===== src/rtl/wsq_pkg.sv =====
package wsq_pkg;

  typedef enum logic [2:0] {
    PH_IDLE = 3'd0,
    PH_T1   = 3'd1,
    PH_T2   = 3'd2,
    PH_T3   = 3'd3,
    PH_TW   = 3'd4,
    PH_T4   = 3'd5
  } busPhase_e;

  // control -> datapath
  typedef struct packed {
    logic load;   // latch region timing at access start
    logic arm;    // T3: load wait counter and ready flags
    logic step;   // wait cycle: advance counter and ready tracking
  } seqStrobe_t;

  // datapath -> control
  typedef struct packed {
    logic t3Exit; // leave T3 straight to T4
    logic twExit; // leave the wait phase to T4
  } seqStatus_t;

endpackage


===== src/rtl/wsq_datapath.sv =====
module wsq_datapath
  import wsq_pkg::*;
#(
  parameter int NUM_REGIONS = 8,
  parameter logic [NUM_REGIONS-1:0] WIDE_MASK = 8'hF0,
  parameter int INTERNAL_REGION = 0,
  localparam int IDX_W = $clog2(NUM_REGIONS),
  localparam int MAX_WAITS = 15,
  localparam int CNT_W = $clog2(MAX_WAITS + 1)
) (
  input  logic                     clk,
  input  logic                     rst,
  input  seqStrobe_t               strobe,
  input  logic [IDX_W-1:0]         regionIdx,
  input  logic [NUM_REGIONS*3-1:0] waitCodes,
  input  logic [NUM_REGIONS-1:0]   readyReq,
  input  logic                     asyncRdy,
  input  logic                     syncRdy,
  output seqStatus_t               status
);

  function automatic logic [3:0] wideMap(input logic [2:0] code);
    case (code)
      3'd4:    wideMap = 4'd5;
      3'd5:    wideMap = 4'd7;
      3'd6:    wideMap = 4'd9;
      3'd7:    wideMap = 4'd15;
      default: wideMap = {1'b0, code};
    endcase
  endfunction

  // per-region decode of wait count and ready need
  logic [CNT_W-1:0]       regWaits [NUM_REGIONS];
  logic [NUM_REGIONS-1:0] regNeedRdy;

  for (genvar r = 0; r < NUM_REGIONS; r++) begin : g_reg
    logic [2:0] code;
    assign code = waitCodes[3*r +: 3];
    if (r == INTERNAL_REGION) begin : g_int
      logic unusedInt;
      assign unusedInt     = ^{code, readyReq[r]};
      assign regWaits[r]   = '0;
      assign regNeedRdy[r] = 1'b0;
    end else if (WIDE_MASK[r]) begin : g_wide
      assign regWaits[r]   = CNT_W'(wideMap(code));
      assign regNeedRdy[r] = readyReq[r];
    end else begin : g_narrow
      logic unusedHi;
      assign unusedHi      = code[2];
      assign regWaits[r]   = CNT_W'(code[1:0]);
      assign regNeedRdy[r] = readyReq[r];
    end
  end

  // ready capture: async rise then fall, sync on fall
  logic asyncRise, asyncFall, syncFall, busReady;

  always_ff @(posedge clk) begin
    if (rst) asyncRise <= 1'b0;
    else     asyncRise <= asyncRdy;
  end

  always_ff @(negedge clk) begin
    if (rst) begin
      asyncFall <= 1'b0;
      syncFall  <= 1'b0;
    end else begin
      asyncFall <= asyncRise;
      syncFall  <= syncRdy;
    end
  end

  assign busReady = asyncFall | syncFall;

  // access timing state
  logic [CNT_W-1:0] waitsQ, remQ, remDec, remNext;
  logic             needRdyQ, firstQ, rdyDoneQ, rdyDoneNext;

  always_ff @(posedge clk) begin
    if (rst) begin
      waitsQ   <= '0;
      needRdyQ <= 1'b0;
      remQ     <= '0;
      firstQ   <= 1'b0;
      rdyDoneQ <= 1'b0;
    end else begin
      if (strobe.load) begin
        waitsQ   <= regWaits[regionIdx];
        needRdyQ <= regNeedRdy[regionIdx];
      end
      if (strobe.arm) begin
        remQ     <= waitsQ;
        firstQ   <= (waitsQ != '0);
        rdyDoneQ <= !needRdyQ;
      end else if (strobe.step) begin
        remQ     <= remNext;
        firstQ   <= 1'b0;
        rdyDoneQ <= rdyDoneNext;
      end
    end
  end

  always_comb begin
    remDec      = (remQ == '0) ? '0 : remQ - 1'b1;
    remNext     = remDec;
    rdyDoneNext = rdyDoneQ;
    if (!rdyDoneQ && busReady) begin
      rdyDoneNext = 1'b1;
      // late ready: one trailing wait after it is seen
      if (!firstQ && remDec == '0) remNext = CNT_W'(1);
    end
  end

  assign status.twExit = rdyDoneNext && (remNext == '0);
  assign status.t3Exit = (waitsQ == '0) && (!needRdyQ || busReady);

  // programmed waits still pending keep the access in the wait phase
  a_r8_programmed_first: assert property (@(posedge clk) disable iff (rst)
    (strobe.step && remQ > CNT_W'(1)) |=> strobe.step);

  // a wait without ready seen is followed by another wait
  a_r9_stretch_no_ready: assert property (@(posedge clk) disable iff (rst)
    (strobe.step && !rdyDoneQ && !busReady) |=> strobe.step);

  // internal region latches zero waits and no ready need
  a_r6_internal_zero: assert property (@(posedge clk) disable iff (rst)
    (strobe.load && regionIdx == IDX_W'(INTERNAL_REGION)) |=> (waitsQ == '0 && !needRdyQ));

endmodule


===== src/rtl/wsq_control.sv =====
module wsq_control
  import wsq_pkg::*;
(
  input  logic       clk,
  input  logic       rst,
  input  logic       accessReq,
  input  seqStatus_t status,
  output seqStrobe_t strobe,
  output logic [2:0] busState,
  output logic       accessDone
);

  busPhase_e phase, phaseNext;

  always_ff @(posedge clk) begin
    if (rst) phase <= PH_IDLE;
    else     phase <= phaseNext;
  end

  always_comb begin
    strobe    = '0;
    phaseNext = phase;
    case (phase)
      PH_IDLE: if (accessReq) begin
        strobe.load = 1'b1;
        phaseNext   = PH_T1;
      end
      PH_T1: phaseNext = PH_T2;
      PH_T2: phaseNext = PH_T3;
      PH_T3: begin
        strobe.arm = 1'b1;
        phaseNext  = status.t3Exit ? PH_T4 : PH_TW;
      end
      PH_TW: begin
        strobe.step = 1'b1;
        if (status.twExit) phaseNext = PH_T4;
      end
      PH_T4:   phaseNext = PH_IDLE;
      default: phaseNext = PH_IDLE;
    endcase
  end

  assign busState   = phase;
  assign accessDone = (phase == PH_T4);

  // reset brings the sequencer to idle
  a_r1_reset_idle: assert property (@(posedge clk)
    rst |=> (busState == 3'd0 && !accessDone));

  // base phases follow in order
  a_r2_t1_to_t2: assert property (@(posedge clk) disable iff (rst)
    (busState == 3'd1) |=> (busState == 3'd2));
  a_r2_t2_to_t3: assert property (@(posedge clk) disable iff (rst)
    (busState == 3'd2) |=> (busState == 3'd3));

  // done lasts a single cycle
  a_r3_done_single: assert property (@(posedge clk) disable iff (rst)
    accessDone |=> !accessDone);

  // a request during an access never restarts T1
  a_r12_busy_ignore: assert property (@(posedge clk) disable iff (rst)
    (busState != 3'd0 && accessReq) |=> (busState != 3'd1));

endmodule


===== src/rtl/wait_sequencer.sv =====
module wait_sequencer
  import wsq_pkg::*;
#(
  parameter int NUM_REGIONS = 8,
  parameter logic [NUM_REGIONS-1:0] WIDE_MASK = 8'hF0,
  parameter int INTERNAL_REGION = 0,
  localparam int IDX_W = $clog2(NUM_REGIONS)
) (
  input  logic                     clk,
  input  logic                     rst,
  input  logic                     accessReq,
  input  logic [IDX_W-1:0]         regionIdx,
  input  logic [NUM_REGIONS*3-1:0] waitCodes,
  input  logic [NUM_REGIONS-1:0]   readyReq,
  input  logic                     asyncRdy,
  input  logic                     syncRdy,
  output logic [2:0]               busState,
  output logic                     accessDone
);

  seqStrobe_t strobe;
  seqStatus_t status;

  wsq_control u_ctrl (
    .clk        (clk),
    .rst        (rst),
    .accessReq  (accessReq),
    .status     (status),
    .strobe     (strobe),
    .busState   (busState),
    .accessDone (accessDone)
  );

  wsq_datapath #(
    .NUM_REGIONS     (NUM_REGIONS),
    .WIDE_MASK       (WIDE_MASK),
    .INTERNAL_REGION (INTERNAL_REGION)
  ) u_dp (
    .clk       (clk),
    .rst       (rst),
    .strobe    (strobe),
    .regionIdx (regionIdx),
    .waitCodes (waitCodes),
    .readyReq  (readyReq),
    .asyncRdy  (asyncRdy),
    .syncRdy   (syncRdy),
    .status    (status)
  );

endmodule


===== config.mk =====
export PLATFORM = sky130hd
export DESIGN_NAME = wait_sequencer
export DESIGN_NICKNAME = d
export VERILOG_FILES = /design/src/rtl/wsq_pkg.sv /design/src/rtl/wsq_datapath.sv /design/src/rtl/wsq_control.sv /design/src/rtl/wait_sequencer.sv
export SDC_FILE = /design/constraint.sdc
export NUM_CORES = 1
export LEC_CHECK = 0
export ABC_AREA = 1
export CORE_MARGIN = 2
export CORE_UTILIZATION = 35
export CTS_BUF_LIST = sky130_fd_sc_hd__clkbuf_8
export CTS_CLUSTER_DIAMETER = 100
export DETAILED_ROUTE_END_ITERATION = 10
export MAX_ROUTING_LAYER = met4
export PLACE_DENSITY = 0.66
export SLEW_MARGIN = 0
export SYNTH_ARGS = -nofsm -noshare
export SYNTH_HDL_FRONTEND = slang
export SYNTH_SLANG_ARGS = --single-unit
export TNS_END_PERCENT = 30

===== constraint.sdc =====
create_clock -name clk -period 3.3 [get_ports clk]
set_clock_uncertainty 0.1 [all_clocks]
set_input_delay 0.495 -clock clk [delete_from_list [all_inputs] [get_ports clk]]
set_output_delay 0.495 -clock clk [all_outputs]
set_load 0.03 [all_outputs]

==> out/summary.txt <==
clk root buf = clkbuf_8
CP arrival = 2900 ps
CP Launch Type = flip-flop
# Post-CTS Setup Buffers = 0
Die Ht = 62.0 um
maximum vdd ir drop = 0.143 mV
top cells by area, synth = dfxtp_1 29%, nand2_1 16%, nand3_1 7.7%
syn_nets = 229
top-area cell type share of the netlist area = 0.289
Reg2Reg Setup Slack = 450 ps
ys flop type = dfxtp_1
Num CTS Buffers = 3
TritonCTS Sinks = 17
number of global-route vias before repair = 1258
Clk pin slew, worst setup/hold paths = 70 ps
initial antenna violation count = 0
Synth top cells by count = 49 x nand2_1, 24 x nor2_1, 22 x inv_1
Initial DRC Count = 91
slew at the pin with the worst max-slew slack = 311 ps
critical path type = reg -> reg
Clock Path Buffers = 2
Max Cap Viol = 0
crit-path cells = nor2_1 > nand2_1 > nand3_1 > nor2_1 > nand3_1 > nand2_1 > nand3_1 > nor2_1
final setup margin = 454 ps
normalized max-slew margin = 0.792
worst slack, placed = 372 ps
Async SR Flop Fraction = 0
slowest CP cell = dfxtp_1
hpwl dp = 2270 um
# nets final = 271
Cell Area, Synth = 1180 um^2
TritonCTS clock tree = yes
EDFF count, synth = 0
largest net degree at the start of global routing = 11
Placer Congestion = 0.854
hold-fix buffers at CTS = 0
H-tree depth = 1
Critical Path End Type = flip-flop
final setup violation count = 0
post-route ant nets = 0
n_diodes = 0
total congestion overflow = 0
fin. max-slew vios = 0
ports placed on the boundary = 44
CP Buf/Inv Count = 0
IO Port Bufs = 36
syn avg cell area = 6.22 um^2
#FFs+latches synth = 17
Clock Latency Late Sink = 320 ps
final wirelength = 2730 um
Syn Inst Count = 189
Hold Crit Class = reg -> reg
Post-CTS Resized = 0
setup_tns = 0 ps
via/cell ratio = 4.75
layout overhead on the synthesized area = 42.1%
RSZ-0062 raised after global routing = no
per-cell routed wire length = 9.91 um
WP data required = 3350 ps
Yosys cell types = 28
top cell family by delay on the critical path = simple AND/OR/NAND/NOR gates
cell accounting for the most synthesized area = dfxtp_1
CP Max Fanout = 3
Seq/Total Area, Yosys = 0.289
YS warnings = 0
detailed-route DRC error count = 0
layout cells sized above 1 = 0.100
P per Cell Area = 434 nW/um^2
die width = 62.0 um
status = finished clean
max incr delay on CP = 290 ps
final hold slack = 362 ps
final hold vios = 0
vias = 1312
Starting Density = 0.358
fill count = 354
LEAKAGE = 0.738 nW
Die Area = 3840 um^2
CORE AREA = 3280 um^2
Cell Rows = 21
Total GRT Usage = 0.172
first-pass GRT wire length = 4860 um
most frequent cell after synthesis = nand2_1
drt pass-1 iters = 4
## layout make-up
type,instances,area [um^2],share of cell area
Tap cell,46,57.6,0.0344
Multi-Input combinational cell,143,723,0.433
Clock buffer,3,41.3,0.0247
Timing Repair Buffer,37,368,0.220
Inverter,27,104,0.0621
Clock inverter,3,37.5,0.0225
Sequential cell,17,340,0.204
## layer usage
layer / global-route usage / part of all wire / routed length, um / vias to the layer above
met5: - / 0 / 0 / -
met4: 0.0669 / 0.015 / 41 / 0
met3: 0.0248 / 0.042 / 115 / 5
met2: 0.308 / 0.49 / 1340 / 35
met1: 0.191 / 0.45 / 1240 / 575
li1: - / - / - / 697
## metrics by stage
step	util	cell area [um^2]	instances	power (W)
floorplan	-	1180	189	0.000402
global placement	0.486	1600	271	0.000489
detailed placement	0.486	1600	271	0.000491
CTS	0.509	1670	276	0.000729
global route	0.509	1670	276	0.000775
finish	0.509	1670	276	0.000725
## report_power, final
group	total (W)	switching [W]	leakage [nW]	internal (W)
clock	0.000246	0.0000808	0.0464	0.000165
combinational	0.000233	0.000130	0.553	0.000103
sequential	0.000247	0.0000212	0.139	0.000226
## tightest hold or removal path, delay by kind of cell, from the launching register on
family	cells	cell delay, ps
simple gates	1	60
flops	1	310
compound gates	1	50
## cell usage in the layout, fill, tap and decap left out
| master | Yosys | routed |
|---|---|---|
| a21o_1 | 1 | 1 |
| a21oi_1 | 12 | 12 |
| a21oi_2 | 3 | 3 |
| buf_4 | 0 | 1 |
| bufinv_16 | 0 | 1 |
| clkbuf_8 | 0 | 3 |
| clkdlybuf4s50_1 | 0 | 36 |
| clkinv_1 | 1 | 1 |
| dfxtp_1 | 17 | 17 |
| inv_1 | 22 | 23 |
| inv_2 | 4 | 4 |
| inv_4 | 1 | 1 |
| nand2_1 | 49 | 49 |
| nand2_2 | 1 | 1 |
| nand2_4 | 1 | 1 |
| nand3_1 | 18 | 18 |
| nand3_4 | 1 | 1 |
| nand3b_1 | 1 | 1 |
| nand4_1 | 2 | 2 |
| nor2_1 | 24 | 24 |
| nor2_2 | 1 | 1 |
| nor2_4 | 4 | 4 |
| nor2_8 | 1 | 1 |
| nor3_1 | 3 | 3 |
| nor4_1 | 1 | 1 |
| o2111ai_1 | 1 | 1 |
| o211ai_1 | 1 | 1 |
| o21ai_0 | 11 | 11 |
| o21ai_1 | 5 | 5 |
| o221ai_2 | 1 | 1 |
| o22ai_1 | 1 | 1 |
## final timing paths
| check | startpoint | end | cells past startpoint |
|---|---|---|---|
| setup / recovery | u_dp.syncFall | u_ctrl.busState[0] | 8 |
| hold / removal | u_dp.firstQ | u_dp.firstQ | 2 |
| setup reg to reg | u_dp.syncFall | u_ctrl.busState[0] | 8 |
| hold reg to reg | u_dp.firstQ | u_dp.firstQ | 2 |
## logic make-up (layout without fill, tap and decap cells)
| group | after synthesis | after routing | synth area share |
|---|---|---|---|
| buffers and inverters | 29 | 70 | 0.0957 |
| AOI/OAI and AO/OA | 36 | 36 | 0.180 |
| and+or+nand+nor | 107 | 107 | 0.435 |
| DFF | 17 | 17 | 0.289 |
No activity file was read; power rests on OpenSTA's default activity.
